## config.mk

```make
export PLATFORM = sky130hd
export DESIGN_NAME = prn_out_ctrl
export DESIGN_NICKNAME = d
export VERILOG_FILES = /design/src/rtl/prn_pkg.sv /design/src/rtl/prn_regs.sv /design/src/rtl/prn_xfer.sv /design/src/rtl/prn_out_ctrl.sv
export SDC_FILE = /design/constraint.sdc
export NUM_CORES = 1
export LEC_CHECK = 0
export BUFFER_PORTS_ARGS = -buffer_cell sky130_fd_sc_hd__clkbuf_2
export CORE_UTILIZATION = 54
export CTS_BUF_LIST = sky130_fd_sc_hd__clkbuf_8
export DETAILED_ROUTE_END_ITERATION = 8
export PLACE_DENSITY = 0.93
export SYNTH_ARGS = -nofsm -noshare
export SYNTH_HDL_FRONTEND = slang
export SYNTH_SLANG_ARGS = --single-unit
```

## constraint.sdc

```tcl
create_clock -name clk -period 3.1 [get_ports clk]
set_clock_uncertainty 0.1 [all_clocks]
set_input_delay 0.155 -clock clk [delete_from_list [all_inputs] [get_ports clk]]
set_output_delay 0.155 -clock clk [all_outputs]
set_load 0.01 [all_outputs]
```

## src/rtl/prn_pkg.sv

```systemverilog
package prn_pkg;
  typedef enum logic {
    XF_IDLE = 1'b0,
    XF_WAIT = 1'b1
  } xfer_state_t;

  function automatic int ready_word(input int w);
    return (1 << (w - 1)) | 1;
  endfunction
endpackage

```

## src/rtl/prn_regs.sv

```systemverilog
module prn_regs #(
  parameter int DW = 8
) (
  input  logic          clk,
  input  logic          rst,
  input  logic          cs,
  input  logic          we,
  input  logic          sel,
  input  logic [DW-1:0] wdata,
  input  logic          busy,
  input  logic [DW-1:0] status,
  output logic [DW-1:0] buf_q,
  output logic          buf_load,
  output logic [DW-1:0] rdata
);
  logic rd_en;

  assign buf_load = cs & we & sel & ~busy;
  assign rd_en    = cs & ~we;

  always_ff @(posedge clk) begin
    if (rst)           buf_q <= '0;
    else if (buf_load) buf_q <= wdata;
  end

  always_comb begin
    rdata = '0;
    if (rd_en) rdata = sel ? buf_q : status;
  end

  assert_buf_hold_R11: assert property (@(posedge clk) disable iff (rst)
    (!cs || !we || !sel || busy) |=> $stable(buf_q));
  assert_quiet_bus_R9: assert property (@(posedge clk) disable iff (rst)
    !cs |-> (rdata == '0));
endmodule

```

## src/rtl/prn_xfer.sv

```systemverilog
module prn_xfer
  import prn_pkg::*;
#(
  parameter int DW = 8
) (
  input  logic          clk,
  input  logic          rst,
  input  logic          start,
  input  logic [DW-1:0] buf_q,
  input  logic          ready,
  input  logic          mode,
  output logic [DW-1:0] status,
  output logic          busy,
  output logic          strobe,
  output logic [DW-1:0] pdata,
  output logic          irq
);
  localparam logic [DW-1:0] SR_READY = DW'(ready_word(DW));

  xfer_state_t state;

  assign busy = (state == XF_WAIT);

  always_ff @(posedge clk) begin
    if (rst) begin
      state  <= XF_IDLE;
      status <= SR_READY;
      strobe <= 1'b0;
      pdata  <= '0;
      irq    <= 1'b0;
    end else begin
      strobe <= 1'b0;
      unique case (state)
        XF_IDLE: if (start) begin
          state  <= XF_WAIT;
          status <= '0;
          irq    <= 1'b0;
        end
        XF_WAIT: if (ready) begin
          pdata  <= buf_q;
          strobe <= 1'b1;
          status <= SR_READY;
          irq    <= mode;
          state  <= XF_IDLE;
        end
        default: state <= XF_IDLE;
      endcase
    end
  end

  assert_strobe_width_R5: assert property (@(posedge clk) disable iff (rst)
    strobe |=> !strobe);
  assert_strobe_gated_R5: assert property (@(posedge clk) disable iff (rst)
    $rose(strobe) |-> ($past(ready) && $past(busy)));
  assert_wait_holds_R4: assert property (@(posedge clk) disable iff (rst)
    (busy && !ready) |=> (status == '0 && !strobe));
  assert_ready_word_R6: assert property (@(posedge clk) disable iff (rst)
    strobe |-> (status == SR_READY));
  assert_irq_cause_R7: assert property (@(posedge clk) disable iff (rst)
    $rose(irq) |-> (strobe && $past(mode)));
  assert_irq_hold_R7: assert property (@(posedge clk) disable iff (rst)
    (irq && !start) |=> irq);
  assert_poll_quiet_R8: assert property (@(posedge clk) disable iff (rst)
    (busy && ready && !mode) |=> !irq);
  assert_pdata_stable_R10: assert property (@(posedge clk) disable iff (rst)
    !strobe |-> $stable(pdata));
endmodule

```

## src/rtl/prn_out_ctrl.sv

```systemverilog
module prn_out_ctrl #(
  parameter int DW = 8
) (
  input  logic          clk,
  input  logic          rst,
  input  logic          host_cs,
  input  logic          host_we,
  input  logic          host_sel,
  input  logic          irq_mode,
  input  logic [DW-1:0] host_wdata,
  output logic [DW-1:0] host_rdata,
  output logic          host_irq,
  output logic [DW-1:0] prn_data,
  input  logic          prn_ready,
  output logic          prn_strobe
);
  logic [DW-1:0] status, buf_q;
  logic          buf_load, busy;

  prn_regs #(.DW(DW)) u_regs (
    .clk(clk), .rst(rst), .cs(host_cs), .we(host_we), .sel(host_sel),
    .wdata(host_wdata), .busy(busy), .status(status),
    .buf_q(buf_q), .buf_load(buf_load), .rdata(host_rdata)
  );

  prn_xfer #(.DW(DW)) u_xfer (
    .clk(clk), .rst(rst), .start(buf_load), .buf_q(buf_q),
    .ready(prn_ready), .mode(irq_mode), .status(status), .busy(busy),
    .strobe(prn_strobe), .pdata(prn_data), .irq(host_irq)
  );

  assert_sel_status_R11: assert property (@(posedge clk) disable iff (rst)
    (host_cs && host_we && !host_sel && !busy) |=> !busy);
endmodule

```

==> metrics.cfg <==
[finish]
drive_above_1_share_pct=36.2
most-common-layout-cells=sky130_fd_sc_hd__clkbuf_2, sky130_fd_sc_hd__dfxtp_1, sky130_fd_sc_hd__nand2b_1, sky130_fd_sc_hd__a21oi_1
design.final.nets=143
synth_to_final_area_change_pct=20.1
diodes=0
final_common_cell=sky130_fd_sc_hd__clkbuf_2

[power]
pwr_per_cell_area_nw_per_um2=445
ir_worst_vdd_mv=0.269
p_leak_nw=0.503
design_power_total_mw=0.505

[synthesis]
synth_sequential_area_ratio_pct=42.3
synth_edf_count=0
mappedNetlistArea_um2=946
avgSynthCellArea_um2=9.55
synth_fp_nets=114
synth_flop_cell=sky130_fd_sc_hd__dfxtp_1
yosys_warnings=0
postSynth.asyncResetShare_pct=0
synth_cell_type_count=20
number_of_cells_produced_by_synthesis=99
synth.ff_latch_count=20

[critical_path]
required_ps=3170
timing_worst_setup_path_type=reg2reg
arrival_ps=1610
worst-r2r-cell-count=2
startpoint_type=register
path_max_fanout=21
worst_setup_path_end_kind=register

[timing]
worst-slew-pin-transition_ps=628
slew-limit-headroom_pct=58.1
unrepaired_setup_endpoints_after_global_routing=no
clock.fmax_ghz=0.646
final_total_negative_setup_slack_ps=0
timing.final.crit_period_ps=1550
report.final.setup_viol=0
hold_viol=0
fin_crit_sh_pct=50.0
report.final.slew_viol_count=0

[cts]
post_cts_hold_buffer_count=0
cts_repair_resize_count=0
cts.repair_timing.setup_buffer_count=0
tritoncts_num_sinks=20
clock_tree.htree_level_count=1
clock_latency_ps=250
total_clock_buffers_created_by_cts=3
cts.reportedPaths.clkPinSlew_ps=70
clock-root-buffer=sky130_fd_sc_hd__clkbuf_8
cts_tree=yes
clockBufferDepth=2

[routing]
antenna_violating_nets_post_route=0
wl_um=1890
remaining_design_rule_violation_count=1
drtPass1Iterations=6
routedWlPerCell_um=13.2
post_drt_via_cell_ratio=5.29
drt_iter0_drc=19
dr_total_vias=757

[die]
placementRows=14
die-area_um2=1920
boundaryPins=33
start_util_pct=60.0
die_h_um=43.9
die_x_um=43.9
core_area_um2=1580

[worst_hold_path]
hold_path_class=in2reg
min_delay_path_depth=3

[grt]
grt.total_usage_pct=20.7
grt_overflow_total=0
grt_max_degree=30
grt_antenna_before_repair=0
number_of_global_route_vias_before_repair=658
wire_length_of_the_first_global_routing_pass_um=2890

[placed_design]
gp_congestion=0.717
io_buffers=32
dp.final_hpwl_um=1300

[run_status]
violated_checks=design-rule violations
outcome=complete, but fails checks

[run]
max_cap_violations=0

[stage by stage]
stage	area, um^2	hold WS (ps)	utilization [%]	instances	worst slack [ps]
after floorplan	946	210	-	99	2010
after global placement	1080	301	68.6	139	1630
after detailed placement	1080	308	68.6	139	1600
after CTS	1140	34.6	72.1	143	1580
after global routing	1140	44.3	72.1	143	1500
final	1140	33.0	72.1	143	1550
[cell usage after synthesis (2+ instances only)]
cell	number	area [um^2]
sky130_fd_sc_hd__nand2b_1	18	113
sky130_fd_sc_hd__dfxtp_1	20	400
sky130_fd_sc_hd__clkbuf_1	3	11.3
sky130_fd_sc_hd__nand3_1	8	40.0
sky130_fd_sc_hd__a21bo_2	8	80.1
sky130_fd_sc_hd__mux2i_1	8	80.1
sky130_fd_sc_hd__nor2b_1	2	12.5
sky130_fd_sc_hd__and2_1	7	43.8
sky130_fd_sc_hd__a21oi_1	11	55.1
sky130_fd_sc_hd__buf_2	3	15.0
sky130_fd_sc_hd__nand2_1	2	7.51
[area by class of cell]
cell class | instances | area, um^2
repair buffers | 32 | 160
multi-input cells | 70 | 497
flip-flops and latches | 20 | 400
inverters | 1 | 3.75
fillers | 119 | 440
clock buffers | 4 | 55.1
well taps | 16 | 20.0
[layer usage]
| metal | part of all wire, % | track usage [%] | vias to the layer above | wire (um) |
|---|---|---|---|---|
| li1 | - | - | 392 | - |
| met1 | 46 | 23.7 | 342 | 865 |
| met2 | 49 | 37.6 | 21 | 926 |
| met3 | 4.7 | 5.83 | 2 | 88 |
| met4 | 0.42 | 5.45 | 0 | 8 |
| met5 | 0 | 0 | - | 0 |
[state kept, by name, summed over array words and instances (netlist names)]
name           flops
u_regs.buf_q       8
u_xfer.status      1
u_xfer.irq         1
u_xfer.busy        1
u_xfer.strobe      1
u_xfer.pdata       8
[worst paths after layout]
path                                               from  slack (ps)                           end
worst max-delay path             u_xfer.busy$_SDFF_PP0_        1550       u_xfer.irq$_SDFFE_PP0P_
worst min register to register  u_xfer.irq$_SDFFE_PP0P_         380       u_xfer.irq$_SDFFE_PP0P_
worst min-delay path                      host_wdata[3]          30  u_regs.buf_q[3]$_SDFFE_PP0P_
worst max register to register   u_xfer.busy$_SDFF_PP0_        1550       u_xfer.irq$_SDFFE_PP0P_
[critical path: stages, from the launching register on]
cell and delay [ps]:
sky130_fd_sc_hd__dfxtp_1 730, sky130_fd_sc_hd__and4b_4 360, sky130_fd_sc_hd__o41ai_2 270
[power by group]
| group | leakage (nW) | switching (mW) | internal [mW] | total [mW] |
|---|---|---|---|---|
| registers | 0.162 | 0.00604 | 0.262 | 0.268 |
| logic | 0.312 | 0.0217 | 0.0201 | 0.0418 |
| clock network | 0.0288 | 0.0824 | 0.113 | 0.195 |
| total | 0.503 | 0.110 | 0.395 | 0.505 |
[cell families after synthesis]
family                 Yosys count  synth area share, %
multiplexers                     8                 8.47
flip-flops                      20                 42.3
buffers and inverters            9                 5.16
AO/OA/AOI/OAI                   22                 17.9
AND/OR/NAND/NOR                 40                 26.2
No activity file was read; power rests on OpenSTA's default activity.
